### config.mk
export PLATFORM = sky130hd
export DESIGN_NAME = pci_cfg_space
export DESIGN_NICKNAME = d
export VERILOG_FILES = /design/src/rtl/pci_cfg_pkg.sv /design/src/rtl/pci_cfg_wr_decode.sv /design/src/rtl/pci_cfg_regs.sv /design/src/rtl/pci_cfg_rd_mux.sv /design/src/rtl/pci_cfg_space.sv
export SDC_FILE = /design/constraint.sdc
export NUM_CORES = 1
export LEC_CHECK = 0
export ABC_AREA = 1
export BUFFER_PORTS_ARGS = -buffer_cell sky130_fd_sc_hd__buf_2
export CORE_MARGIN = 2
export CORE_UTILIZATION = 50
export CTS_CLUSTER_SIZE = 30
export DETAILED_ROUTE_END_ITERATION = 16
export GPL_TIMING_DRIVEN = 0
export HOLD_SLACK_MARGIN = 0.08
export PLACE_DENSITY = 0.89
export SYNTH_ARGS = -nofsm -noshare
export SYNTH_HDL_FRONTEND = slang
export SYNTH_HIERARCHICAL = 1
export SYNTH_SLANG_ARGS = --single-unit
### constraint.sdc
create_clock -name clk_i -period 1.6 [get_ports clk_i]
set_input_delay 0.24 -clock clk_i [delete_from_list [all_inputs] [get_ports clk_i]]
set_output_delay 0.24 -clock clk_i [all_outputs]
set_load 0.01 [all_outputs]
### src/rtl/pci_cfg_pkg.sv
package pci_cfg_pkg;
  localparam logic [3:0] CMD_CFG_RD = 4'b1010;
  localparam logic [3:0] CMD_CFG_WR = 4'b1011;

  localparam logic [7:0] OFS_CMD  = 8'h04;
  localparam logic [7:0] OFS_BAR  = 8'h10;
  localparam logic [7:0] OFS_INTR = 8'h3C;

  localparam logic [5:0] DW_ID    = 6'h00;
  localparam logic [5:0] DW_CMD   = 6'h01;
  localparam logic [5:0] DW_CLASS = 6'h02;
  localparam logic [5:0] DW_HDR   = 6'h03;
  localparam logic [5:0] DW_BAR   = 6'h04;
  localparam logic [5:0] DW_SUB   = 6'h0B;
  localparam logic [5:0] DW_INTR  = 6'h0F;

  // stored command bits: memory space enable, parity error response
  localparam logic [15:0] CMD_KEEP = 16'h0042;

  typedef struct packed {
    logic cmd;
    logic bar;
    logic intr;
  } wr_sel_t;
endpackage

### src/rtl/pci_cfg_wr_decode.sv
module pci_cfg_wr_decode
  import pci_cfg_pkg::*;
(
  input  logic [7:0] addr_i,
  input  logic [3:0] cmd_i,
  input  logic       irdy_ni,
  input  logic       trdy_ni,
  output wr_sel_t    sel_o
);
  logic phase_done;

  assign phase_done = (cmd_i == CMD_CFG_WR) && !irdy_ni && !trdy_ni;

  always_comb begin
    sel_o = '0;
    if (phase_done) begin
      unique case (addr_i)
        OFS_CMD:  sel_o.cmd  = 1'b1;
        OFS_BAR:  sel_o.bar  = 1'b1;
        OFS_INTR: sel_o.intr = 1'b1;
        default:  sel_o      = '0;
      endcase
    end
  end
endmodule

### src/rtl/pci_cfg_regs.sv
module pci_cfg_regs
  import pci_cfg_pkg::*;
#(
  parameter int unsigned BAR_SIZE_LOG2 = 12,
  parameter int unsigned LANES         = 4
) (
  input  logic               clk_i,
  input  logic               rst_ni,
  input  wr_sel_t            sel_i,
  input  logic [LANES-1:0]   be_ni,
  input  logic [8*LANES-1:0] wdata_i,
  output logic [15:0]        cmd_o,
  output logic [8*LANES-1:0] bar_o,
  output logic [7:0]         int_line_o
);
  localparam int unsigned W = 8 * LANES;
  localparam logic [W-1:0] BAR_MASK = {W{1'b1}} << BAR_SIZE_LOG2;

  logic [7:0]   cmd_lo_q;
  logic [W-1:0] bar_q;
  logic [7:0]   int_line_q;

  // command: only lane 0 carries stored bits
  always_ff @(posedge clk_i or negedge rst_ni) begin
    if (!rst_ni)                     cmd_lo_q <= '0;
    else if (sel_i.cmd && !be_ni[0]) cmd_lo_q <= wdata_i[7:0] & CMD_KEEP[7:0];
  end

  for (genvar b = 0; b < LANES; b++) begin : g_bar_lane
    always_ff @(posedge clk_i or negedge rst_ni) begin
      if (!rst_ni)                     bar_q[8*b +: 8] <= '0;
      else if (sel_i.bar && !be_ni[b]) bar_q[8*b +: 8] <= wdata_i[8*b +: 8] & BAR_MASK[8*b +: 8];
    end
  end

  always_ff @(posedge clk_i or negedge rst_ni) begin
    if (!rst_ni)                      int_line_q <= '0;
    else if (sel_i.intr && !be_ni[0]) int_line_q <= wdata_i[7:0];
  end

  assign cmd_o      = {8'h00, cmd_lo_q};
  assign bar_o      = bar_q;
  assign int_line_o = int_line_q;
endmodule

### src/rtl/pci_cfg_rd_mux.sv
module pci_cfg_rd_mux
  import pci_cfg_pkg::*;
#(
  parameter logic [15:0] VENDOR_ID   = 16'h1A2B,
  parameter logic [15:0] DEVICE_ID   = 16'h3C4D,
  parameter logic [23:0] CLASS_CODE  = 24'h118000,
  parameter logic [7:0]  REVISION_ID = 8'h05,
  parameter logic [7:0]  HEADER_TYPE = 8'h00,
  parameter logic [15:0] SUBSYS_ID   = 16'h0101,
  parameter logic [15:0] SUBSYS_VID  = 16'h1A2B,
  parameter logic [7:0]  INT_PIN     = 8'h01,
  parameter logic [7:0]  MIN_GNT     = 8'h02,
  parameter logic [7:0]  MAX_LAT     = 8'h04
) (
  input  logic [5:0]  dw_i,
  input  logic        rd_en_i,
  input  logic [15:0] cmd_i,
  input  logic [31:0] bar_i,
  input  logic [7:0]  int_line_i,
  output logic [31:0] rdata_o
);
  logic [31:0] word;

  always_comb begin
    unique case (dw_i)
      DW_ID:    word = {DEVICE_ID, VENDOR_ID};
      DW_CMD:   word = {16'h0000, cmd_i};
      DW_CLASS: word = {CLASS_CODE, REVISION_ID};
      DW_HDR:   word = {8'h00, HEADER_TYPE, 16'h0000};
      DW_BAR:   word = bar_i;
      DW_SUB:   word = {SUBSYS_ID, SUBSYS_VID};
      DW_INTR:  word = {MAX_LAT, MIN_GNT, INT_PIN, int_line_i};
      default:  word = 32'h0;
    endcase
  end

  assign rdata_o = rd_en_i ? word : 32'h0;
endmodule

### src/rtl/pci_cfg_space.sv
module pci_cfg_space
  import pci_cfg_pkg::*;
#(
  parameter int unsigned BAR_SIZE_LOG2 = 12,
  parameter logic [15:0] VENDOR_ID     = 16'h1A2B,
  parameter logic [15:0] DEVICE_ID     = 16'h3C4D,
  parameter logic [23:0] CLASS_CODE    = 24'h118000,
  parameter logic [7:0]  REVISION_ID   = 8'h05,
  parameter logic [7:0]  HEADER_TYPE   = 8'h00,
  parameter logic [15:0] SUBSYS_ID     = 16'h0101,
  parameter logic [15:0] SUBSYS_VID    = 16'h1A2B,
  parameter logic [7:0]  INT_PIN       = 8'h01,
  parameter logic [7:0]  MIN_GNT       = 8'h02,
  parameter logic [7:0]  MAX_LAT       = 8'h04
) (
  input  logic        clk_i,
  input  logic        rst_ni,
  input  logic [7:0]  cfg_addr_i,
  input  logic [3:0]  cmd_i,
  input  logic [3:0]  be_ni,
  input  logic        irdy_ni,
  input  logic        trdy_ni,
  input  logic [31:0] wdata_i,
  output logic [31:0] rdata_o
);
  wr_sel_t     wr_sel;
  logic [15:0] cmd_word;
  logic [31:0] bar_word;
  logic [7:0]  int_line;

  pci_cfg_wr_decode u_dec (
    .addr_i (cfg_addr_i),
    .cmd_i  (cmd_i),
    .irdy_ni(irdy_ni),
    .trdy_ni(trdy_ni),
    .sel_o  (wr_sel)
  );

  pci_cfg_regs #(
    .BAR_SIZE_LOG2(BAR_SIZE_LOG2),
    .LANES        (4)
  ) u_regs (
    .clk_i     (clk_i),
    .rst_ni    (rst_ni),
    .sel_i     (wr_sel),
    .be_ni     (be_ni),
    .wdata_i   (wdata_i),
    .cmd_o     (cmd_word),
    .bar_o     (bar_word),
    .int_line_o(int_line)
  );

  pci_cfg_rd_mux #(
    .VENDOR_ID  (VENDOR_ID),
    .DEVICE_ID  (DEVICE_ID),
    .CLASS_CODE (CLASS_CODE),
    .REVISION_ID(REVISION_ID),
    .HEADER_TYPE(HEADER_TYPE),
    .SUBSYS_ID  (SUBSYS_ID),
    .SUBSYS_VID (SUBSYS_VID),
    .INT_PIN    (INT_PIN),
    .MIN_GNT    (MIN_GNT),
    .MAX_LAT    (MAX_LAT)
  ) u_rd (
    .dw_i      (cfg_addr_i[7:2]),
    .rd_en_i   (cmd_i == CMD_CFG_RD),
    .cmd_i     (cmd_word),
    .bar_i     (bar_word),
    .int_line_i(int_line),
    .rdata_o   (rdata_o)
  );
endmodule

==> impl_metrics.json, run 1 <==
{
  "post-place-ws_ns": -0.1610,
  "p_total_mw": 1.837,
  "wirelength_um": 6623,
  "synth.avg_cell_area_sq_um": 6.541,
  "die_h_um": 71.77,
  "cp_max_fo": 5,
  "worstPathArrival_ns": 1.36,
  "holdWs_ns": 0.1754,
  "cts_sinks": 30,
  "synthCells": 351,
  "slowest_stage": "nor2_4",
  "min_delay_path_depth": 3,
  "nets": 527,
  "io_pins": 84,
  "antenna_found_initial": 0,
  "grt_pass1_wl_um": 10180,
  "drive_gt1_share_pct": 34.32,
  "clk_pin_slew_ns": 0.06,
  "multi_input_area_sq_um": 1274,
  "grt_max_degree": 31,
  "yosysSeqAreaShare_pct": 32.70,
  "slew_headroom_pct": 56.43,
  "io_buffers": 78,
  "final_cells": 527,
  "grt_pass1_vias": 2254,
  "avgViaCountPerCell": 5.047,
  "min_from": "wdata_i[31]",
  "fin_util_pct": 72.57,
  "max_stage_delay_ns": 0.15,
  "worstPathRequired_ns": 1.36,
  "crit_chain": "buf_2, nor2_4, buf_4, clkbuf_16, buf_4, nand3_1, nand3_1, nor2_1, nor2_1, buf_2",
  "synth_top_area_share_pct": 32.70,
  "drt-pass1-iter-count": 5,
  "min_to": "u_regs/bar_o[31]",
  "clockBufferDepth": 2,
  "r2r-start": "u_regs/bar_o[24]",
  "period_minus_slack_ns": 1.596,
  "num_rows": 24,
  "wire_per_inst_um": 12.57,
  "r2r_end": "u_regs/bar_o[24]",
  "fp.dieW_um": 71.77,
  "status": "complete, no violations",
  "syn-cell-area_sq_um": 2296,
  "hold_class": "in2reg",
  "clk-insertion-delay-late_ns": 0.29,
  "place_area_sq_um": 2845,
  "seqCellArea_sq_um": 750.7,
  "power.leakage_nw": 1.866,
  "fin_skew_ns": 0,
  "tightest_slew_ns": 0.6536,
  "ys_ff_latch": 30,
  "grt.total_usage_pct": 25.09,
  "initial_core_util_pct": 52.37,
  "ant_nets": 0,
  "synth.top_cells.by_area": "dfrtp_1 (33%), nand2_1 (17%), nand3_1 (12%)",
  "slew_violations": 0,
  "initialDrtViolationCount": 291,
  "path_class": "in2out",
  "r2r_slack_ns": 0.93,
  "setup_violations": 0,
  "critPathTopFamily": "buffers and inverters",
  "p_per_area_nw_per_um2": 577.5,
  "cts_buffers": 5,
  "diodes": 0,
  "cts_root_buf": "clkbuf_8",
  "htreeDepth": 2,
  "startpoint_type": "input pin",
  "setup_ws_ns": 0.003856,
  "design_area_sq_um": 3182,
  "die_area_sq_um": 5150,
  "area_delta_synth_final_pct": 38.58,
  "coreArea_sq_um": 4384,
  "fin_setup_tns_ns": 0,
  "finalCritPeriodShare_pct": 99.76,
  "num_vias": 2660,
  "ir_drop_uv": 502.5,
  "post-dp-hpwl_um": 4451,
  "worst_setup_path_end_kind": "output port",
  "yosysWarnings": 6,
  "fmax_mhz": 626.5,
  "finalHoldViolCount": 0,
  "finalWeightedCongestion": 0.9299,
  "r2r_cells": 2,
  "cts_tree": "yes",
  "path_buf_inv": 5,
  "overflow": 0,
  "synth_top_cell_by_area": "dfrtp_1",
  "yosysUniqueCellTypes": 23,
  "fillers": 336,
  "maxCapViolations": 0,
  "dp.cells": 506,
  "drc_errors": 0
}
[cells in the mapped netlist]
cell type  number
conb_1          1
nand3_1        54
buf_4          30
o21ai_0         6
nor3_1          4
nor2_1         40
dfrtp_1        30
buf_6           1
nand3b_1        3
clkinv_2        1
nor2_2          6
nand2_1       106
nand3_2         1
nand3_4         1
a21oi_1         3
nand4_1        13
a21oi_2         4
buf_8           1
inv_2           3
nand2_2         4
buf_2           6
nor2_4          1
inv_1          32
[sequential cells by signal, indices dropped and copies added, names as in the netlist]
name	flops
u_regs/int_line_o	8
u_regs/bar_o	20
u_regs/cmd_lo_q	2
[what timing repair did]
item                                    in CTS  in global routing
hold buffers                                 1                  0
endpoints found under the setup margin      28                 27
resized for setup                           13                 17
buffers inserted                             5                  7
gates cloned                                 0                  1
pin swaps                                    3                  4
hold endpoints to repair                    30                  0
[logic make-up (layout without fill, tap and decap cells)]
logic type,Yosys count,after routing,share of synthesized area [%]
other,1,26,0.1633
flip-flops,30,30,32.70
AO/OA/AOI/OAI,13,13,3.487
buffers and inverters,74,173,18.20
AND/OR/NAND/NOR,233,233,45.45
[cells in the final DEF (no fill, tap or decap)]
| cell | n |
|---|---|
| nand2_2 | 7 |
| buf_4 | 42 |
| clkbuf_16 | 1 |
| nor2_1 | 39 |
| dlygate4sd3_1 | 1 |
| nor2_4 | 6 |
| inv_1 | 32 |
| nand3_2 | 1 |
| clkbuf_8 | 6 |
| clkbuf_4 | 3 |
| nor3_2 | 1 |
| nor2_2 | 2 |
| nand3_1 | 53 |
| buf_6 | 5 |
| bufinv_16 | 1 |
| clkinv_4 | 1 |
| buf_2 | 76 |
| nand4_1 | 13 |
| a21oi_2 | 4 |
| conb_1 | 26 |
| nand3b_1 | 3 |
| nand3_4 | 2 |
| inv_2 | 3 |
| dfrtp_1 | 30 |
| nand2_1 | 103 |
| a21oi_1 | 3 |
| nor3_1 | 3 |
| o21ai_0 | 6 |
| buf_8 | 2 |
[worst max path at each step]
stage          cells after the start          end  slack (ns)          start
2_1_floorplan                      8  rdata_o[11]        0.21       cmd_i[2]
4_1_cts                            9  rdata_o[26]       0.006  cfg_addr_i[4]
3_3_place_gp                       8  rdata_o[17]       -0.11  cfg_addr_i[3]
3_5_place_dp                       8  rdata_o[28]       -0.16  cfg_addr_i[3]
5_1_grt                            8   rdata_o[0]       -0.11  cfg_addr_i[5]
6_report                          10   rdata_o[2]       0.004  cfg_addr_i[6]
[power breakdown]
part	internal [mW]	leakage, nW	switching (mW)
clock	0.497	0.0573	0.275
combinational	0.145	1.39	0.160
sequential	0.760	0.419	0.000570
[per-layer routing]
layer	routed length [um]	share of wire (%)	vias to the layer above	GRT usage, %
met4	154	2.3	0	7.547
met5	0	0	-	0
met3	486	7.3	18	3.938
met1	2810	42	1204	33.90
met2	3171	48	124	41.67
li1	-	-	1314	-
[worst min-delay path, stage by stage]
cell,delay [ns]
buf_2,0.07
nand3_1,0.06
nand2_1,0.06
[cell type report]
| cell class | count | share of cell area, % |
|---|---|---|
| Clock inverter | 1 | 0.9438 |
| Buffer | 38 | 9.949 |
| Inverter | 36 | 4.404 |
| Timing Repair Buffer | 92 | 16.44 |
| Tap cell | 52 | 2.045 |
| Multi-Input combinational cell | 272 | 40.03 |
| Sequential cell | 30 | 23.59 |
| Clock buffer | 6 | 2.595 |
Note: power is estimated with default switching activity, not from simulation.
==> run 2, diff against run 1 <==
--- a/config.mk
+++ b/config.mk
@@ -5,16 +5,16 @@
 export SDC_FILE = /design/constraint.sdc
 export NUM_CORES = 1
 export LEC_CHECK = 0
-export ABC_AREA = 1
 export BUFFER_PORTS_ARGS = -buffer_cell sky130_fd_sc_hd__buf_2
 export CORE_MARGIN = 2
-export CORE_UTILIZATION = 50
+export CORE_UTILIZATION = 49
 export CTS_CLUSTER_SIZE = 30
 export DETAILED_ROUTE_END_ITERATION = 16
 export GPL_TIMING_DRIVEN = 0
 export HOLD_SLACK_MARGIN = 0.08
-export PLACE_DENSITY = 0.89
+export PLACE_DENSITY = 0.88
 export SYNTH_ARGS = -nofsm -noshare
 export SYNTH_HDL_FRONTEND = slang
 export SYNTH_HIERARCHICAL = 1
 export SYNTH_SLANG_ARGS = --single-unit
+export TNS_END_PERCENT = 1
==> run 2 against run 1 <==
The flow now finishes with violations (negative setup slack); area after synthesis down 5.8%; count of clock-buffer cells in the layout unchanged; flip-flop and latch count unchanged; core utilization up 4.1 points; hold slack better by 0.0013 ns; global-route usage down 0.68 points; final area up 3.5%; non-clock buffer count down 4; die area down 3.6%; register-to-register slack worse by 0.13 ns.
==> impl_metrics.json, run 2 <==
{
  "status": "finished, violations left",
  "violations": "negative setup slack",
  "r2r_slack_ns": 0.80,
  "synth.avg_cell_area_sq_um": 10.40,
  "use_met2_pct": 44.13,
  "p_total_mw": 2.003,
  "layout_commonest_cell": "buf_2",
  "rsz0062_at_grt": "true",
  "busiest_layer": "met2",
  "fp.dieW_um": 70.45,
  "post-place-ws_ns": -0.5578,
  "largest_reg_flops": 20,
  "finalHoldViolCount": 0,
  "cts_buffers": 5,
  "clockBufferDepth": 2,
  "finalCritPeriodShare_pct": 113.2,
  "nets": 379,
  "yosysMostFrequentCell": "dfrtp_1",
  "clk_pin_slew_ns": 0.07,
  "layout_common_cells": "buf_2 (69), buf_4 (33), dfrtp_1 (30)",
  "ys.flop_type": "dfrtp_1",
  "grt.total_usage_pct": 24.41,
  "power.leakage_nw": 1.612,
  "maxCapViolations": 0,
  "dp.cells": 363,
  "synth_top_area_share_pct": 34.70,
  "pwr-share-clk_pct": 48.2,
  "synthTopCellsByCount": "dfrtp_1 (30), buf_4 (27), mux2_4 (24)",
  "cts_root_buf": "clkbuf_8",
  "yosysSeqAreaShare_pct": 34.70,
  "diodes": 0,
  "r2r-start": "u_regs/int_line_o[6]",
  "startpoint_type": "input pin",
  "place_area_sq_um": 2731,
  "async_reset_ff_share_pct": 100.0,
  "io_pins": 84,
  "grtUsageMet1_pct": 28.19,
  "worstPathArrival_ns": 1.57,
  "syn-cell-area_sq_um": 2163,
  "path_common_cell": "buf_12",
  "cp_max_fo": 6,
  "num_vias": 2016,
  "slowest_stage": "maj3_2",
  "drc_errors": 0,
  "ys_ff_latch": 30,
  "max_stage_delay_ns": 0.35,
  "post-dp-hpwl_um": 3835,
  "startpoint": "cfg_addr_i[4]",
  "synth_top_cell_by_area": "dfrtp_1",
  "r2r_cells": 1,
  "fin_skew_ns": 0,
  "combinationalPowerShare_pct": 13.9,
  "period_minus_slack_ns": 1.811,
  "setup_ws_ns": -0.2113,
  "antenna_found_initial": 0,
  "finalWeightedCongestion": 0.8215,
  "worstPathRequired_ns": 1.36,
  "sw_frac_of_total_pct": 21.40,
  "slew_violations": 0,
  "wire_per_inst_um": 15.88,
  "fin_setup_tns_ns": -5.011,
  "p_per_area_nw_per_um2": 608.4,
  "grt_pass1_vias": 2011,
  "worst_setup_path_end_kind": "output port",
  "synthCells": 208,
  "yosysUniqueCellTypes": 41,
  "fmax_mhz": 552.1,
  "ir_drop_uv": 413.8,
  "yosysWarnings": 6,
  "fin_util_pct": 76.69,
  "clk-insertion-delay-late_ns": 0.28,
  "initialDrtViolationCount": 113,
  "htreeDepth": 2,
  "cts_tree": "yes",
  "final_cells": 380,
  "design_area_sq_um": 3293,
  "avgViaCountPerCell": 5.305,
  "synth_edf_count": 0,
  "num_rows": 24,
  "cts_sinks": 30,
  "p_switching_mw": 0.4288,
  "setup_violations": 48,
  "worstSetupEndpoint": "rdata_o[24]",
  "intPower_mw": 1.575,
  "r2r_end": "u_regs/int_line_o[6]",
  "wirelength_um": 6034,
  "hold_class": "in2reg",
  "holdWs_ns": 0.1767,
  "die_h_um": 70.45,
  "drt-pass1-iter-count": 4,
  "initial_core_util_pct": 50.38,
  "coreArea_sq_um": 4294,
  "io_buffers": 78,
  "area_delta_synth_final_pct": 52.23,
  "overflow": 0,
  "ant_nets": 0,
  "grt_max_degree": 31,
  "die_area_sq_um": 4963,
  "path_class": "in2out",
  "power_frac_seq_pct": 37.9,
  "crit_chain": "buf_12, maj3_2, o21ai_4, nand3_4, buf_12, a2111oi_4, buf_2",
  "drive_gt1_share_pct": 60.37,
  "grt_pass1_wl_um": 9397,
  "fillers": 268,
  "synth.top_cells.by_area": "dfrtp_1 (35%), mux2_4 (17%), buf_4 (9.4%)",
  "tightest_slew_ns": 0.6961,
  "slew_headroom_pct": 53.60,
  "use_met3_pct": 4.040
}
## run 2: worst min path at each step
stage	startpoint	end	cells after the start
floorplan	rst_ni	u_regs/bar_o[12]	0
global placement	rst_ni	u_regs/cmd_lo_q[6]	1
detailed placement	rst_ni	u_regs/int_line_o[6]	1
CTS	wdata_i[17]	u_regs/bar_o[17]	2
global route	wdata_i[29]	u_regs/bar_o[29]	2
finish	wdata_i[27]	u_regs/bar_o[27]	2
## run 2: kinds of logic (layout without fill, tap and decap cells)
family                     Yosys count  count (layout)  synth area share (%)
DFF                                 30              30                 34.70
buffers and inverters               45             140                 14.92
AOI/OAI and AO/OA                   41              41                 12.72
and+or+nand+nor                     60              60                 17.24
adders and majority gates            1               1                0.4627
muxes                               30              30                 19.78
other                                1              26                0.1733
## run 2: final cells by class
cell class	count	area [sq um]	share of cell area [%]
well taps	52	65.06	1.976
multi-input cells	158	1365	41.45
repair buffers	89	624.3	18.96
flip-flops and latches	30	750.7	22.80
inverters	6	22.52	0.6839
clock buffers	6	82.58	2.508
plain buffers	37	322.8	9.802
clock inverters	2	60.06	1.824
## run 2: what timing repair did
item                                    CTS  global route
hold endpoints to repair                 30             0
endpoints found under the setup margin   57            58
hold buffers                              1             0
pin swaps                                10             7
gates resized for setup                  55            17
buffers inserted                          8             0
cloned                                    2             0
## run 2: power by group through the flow
stage	logic, mW	clock network [mW]	registers (mW)
after floorplan	0.104	0	0.774
after global placement	0.199	0	0.774
after detailed placement	0.203	0	0.774
after CTS	0.254	0.975	0.760
after global routing	0.300	1.01	0.759
final	0.278	0.966	0.760
## run 2: routing by layer
| metal | up-vias | part of all wire [%] |
|---|---|---|
| met1 | 990 | 40 |
| met3 | 12 | 4.8 |
| met4 | 0 | 2.0 |
| met5 | - | 0 |
| li1 | 941 | - |
| met2 | 73 | 53 |
## run 2: worst max-delay path: cells and delay by family
family,cells,cell delay [ns]
AO/OA/AOI/OAI,2,0.36
adder cells (fa/ha/maj),1,0.35
buffers and inverters,3,0.47
AND/OR/NAND/NOR,1,0.16
==> run 3, diff against run 2 <==
--- a/config.mk
+++ b/config.mk
@@ -12,7 +12,8 @@
 export DETAILED_ROUTE_END_ITERATION = 16
 export GPL_TIMING_DRIVEN = 0
 export HOLD_SLACK_MARGIN = 0.08
-export PLACE_DENSITY = 0.88
+export PLACE_DENSITY_LB_ADDON = 0.12
+export SETUP_SLACK_MARGIN = 0.4
 export SYNTH_ARGS = -nofsm -noshare
 export SYNTH_HDL_FRONTEND = slang
 export SYNTH_HIERARCHICAL = 1
==> run 3 against run 2 <==
The flow still finishes with violations (negative setup slack); hold slack better by 0.0059 ns; non-clock buffer count down 1; routed wire length down 4.0%; critical path depth down 1; core utilization down 0.87 points; sequential power about the same; combinational power down 3%.
==> impl_metrics.json, run 3 (same netlist as run 2, synthesis figures left out) <==
{
  "power.leakage_nw": 1.559,
  "cp_max_fo": 8,
  "initial_core_util_pct": 50.38,
  "drt-pass1-iter-count": 4,
  "combinationalPowerShare_pct": 16.0,
  "fin_skew_ns": 0,
  "nets": 379,
  "fmax_mhz": 565.1,
  "wl_met1_um": 2444,
  "largest_reg_flops": 20,
  "wirelength_um": 5795,
  "period_minus_slack_ns": 1.769,
  "grt_pass1_wl_um": 9039,
  "p_switching_mw": 0.4304,
  "fp.dieW_um": 70.45,
  "io_buffers": 78,
  "num_rows": 24,
  "slew_headroom_pct": 54.29,
  "fillers": 320,
  "cts_root_buf": "clkbuf_8",
  "wire_per_inst_um": 15.25,
  "area_delta_synth_final_pct": 50.49,
  "grt.total_usage_pct": 23.17,
  "setup_violations": 46,
  "route.met2.wl_um": 2992,
  "drc_errors": 0,
  "antenna_found_initial": 0,
  "power_frac_seq_pct": 45.2,
  "p_per_area_nw_per_um2": 515.8,
  "coreArea_sq_um": 4294,
  "critPathTopFamily": "simple AND/OR/NAND/NOR gates",
  "holdWs_ns": 0.1826,
  "worstPathRequired_ns": 1.76,
  "finalWeightedCongestion": 0.8576,
  "worstPathArrival_ns": 1.93,
  "setup_ws_ns": -0.1695,
  "cts_tree": "yes",
  "clk_pin_slew_ns": 0.07,
  "topRoutingLayerUsed": "met4",
  "tightest_slew_ns": 0.6857,
  "violations": "negative setup slack",
  "status": "finished, violations left",
  "maxCapViolations": 0,
  "num_vias": 1974,
  "max_stage_delay_ns": 0.57,
  "path_class": "in2reg",
  "diodes": 0,
  "startpoint_type": "input pin",
  "rsz0062_at_grt": "true",
  "worst_setup_path_end_kind": "flop",
  "ir_drop_uv": 339.1,
  "avgViaCountPerCell": 5.195,
  "finalHoldViolCount": 0,
  "crit_chain": "buf_6, or4_4, nor4_4, nor2b_4, buf_8, mux2_4",
  "design_area_sq_um": 3256,
  "sw_frac_of_total_pct": 25.63,
  "cts_buffers": 5,
  "initialDrtViolationCount": 91,
  "clk-insertion-delay-late_ns": 0.28,
  "dp.cells": 363,
  "layout_commonest_cell": "buf_2",
  "intPower_mw": 1.249,
  "die_area_sq_um": 4963,
  "pwr-share-clk_pct": 38.7,
  "overflow": 0,
  "final_cells": 380,
  "grt_pass1_vias": 1911,
  "fin_util_pct": 75.82,
  "post-dp-hpwl_um": 3808,
  "slew_violations": 0,
  "place_area_sq_um": 2731,
  "io_pins": 84,
  "slowest_stage": "or4_4",
  "grt_max_degree": 31,
  "path_buf_inv": 2,
  "htreeDepth": 2,
  "cts_sinks": 30,
  "clockBufferDepth": 2,
  "routed-wl-met3_um": 286,
  "die_h_um": 70.45,
  "layout_common_cells": "buf_2 (65), buf_4 (32), dfrtp_1 (30)",
  "hold_class": "in2reg",
  "drive_gt1_share_pct": 61.89,
  "finalCritPeriodShare_pct": 110.6,
  "ant_nets": 0
}
[run 3: cell types whose count changed in the layout (fill, tap and decap cells not counted), sizes merged]
cell      previous run  this run
nand3                4         5
clkinvlp             0         1
bufinv               2         0
buf                122       121
clkbuf               8         9
bufbuf               1         0
clkinv               0         1
[run 3: power groups by stage]
stage | combinational [mW] | clock [mW] | sequential (mW)
after floorplan | 0.104 | 0 | 0.774
after global placement | 0.202 | 0 | 0.774
after detailed placement | 0.203 | 0 | 0.774
after CTS | 0.246 | 0.664 | 0.759
after global routing | 0.293 | 0.700 | 0.759
final | 0.269 | 0.651 | 0.760
[run 3: timing repair]
| action | CTS | global route |
|---|---|---|
| setup endpoints to repair | 61 | 61 |
| endpoints found under the hold margin | 30 | 0 |
| gates resized for setup | 61 | 25 |
| pin swaps | 16 | 6 |
| buffers inserted | 3 | 3 |
| hold buffers | 1 | 0 |
| cloned | 2 | 0 |
[run 3: final cells by class]
class                   count  area [sq um]  share of cell area (%)
repair buffers             86         576.8                   17.72
clock inverters             2         12.51                  0.3843
multi-input cells         159          1403                   43.08
clock buffers               6         82.58                   2.537
inverters                   6         22.52                  0.6918
well taps                  52         65.06                   1.998
plain buffers              39         342.8                   10.53
flip-flops and latches     30         750.7                   23.06
[run 3: path summary, 6_finish.rpt]
| path | from | end | slack [ns] | cells past startpoint |
|---|---|---|---|---|
| max | cfg_addr_i[1] | u_regs/bar_o[21] | -0.17 | 6 |
| min | wdata_i[31] | u_regs/bar_o[31] | 0.18 | 2 |
| max reg2reg | u_regs/bar_o[21] | u_regs/bar_o[21] | 0.81 | 1 |
| min reg2reg | u_regs/cmd_lo_q[1] | u_regs/cmd_lo_q[1] | 0.51 | 1 |
| max in group asynchronous | rst_ni | u_regs/bar_o[20] | 0.62 | 2 |
| min in group asynchronous | rst_ni | u_regs/bar_o[28] | 0.53 | 2 |
[run 3: layer usage]
| layer | track usage [%] | vias to the layer above |
|---|---|---|
| met5 | 0 | - |
| met4 | 7.692 | 0 |
| met3 | 3.608 | 8 |
| met2 | 38.16 | 63 |
| met1 | 31.07 | 955 |
| li1 | - | 948 |
[run 3: metrics by stage]
step / setup TNS [ns] / power (mW) / setup WS (ns)
floorplan: -3.848 / 0.8777 / -0.1518
global placement: -19.55 / 0.9757 / -0.5082
detailed placement: -19.74 / 0.9775 / -0.5124
CTS: -3.535 / 1.670 / -0.1393
global route: -5.883 / 1.752 / -0.1959
finish: -4.252 / 1.679 / -0.1695
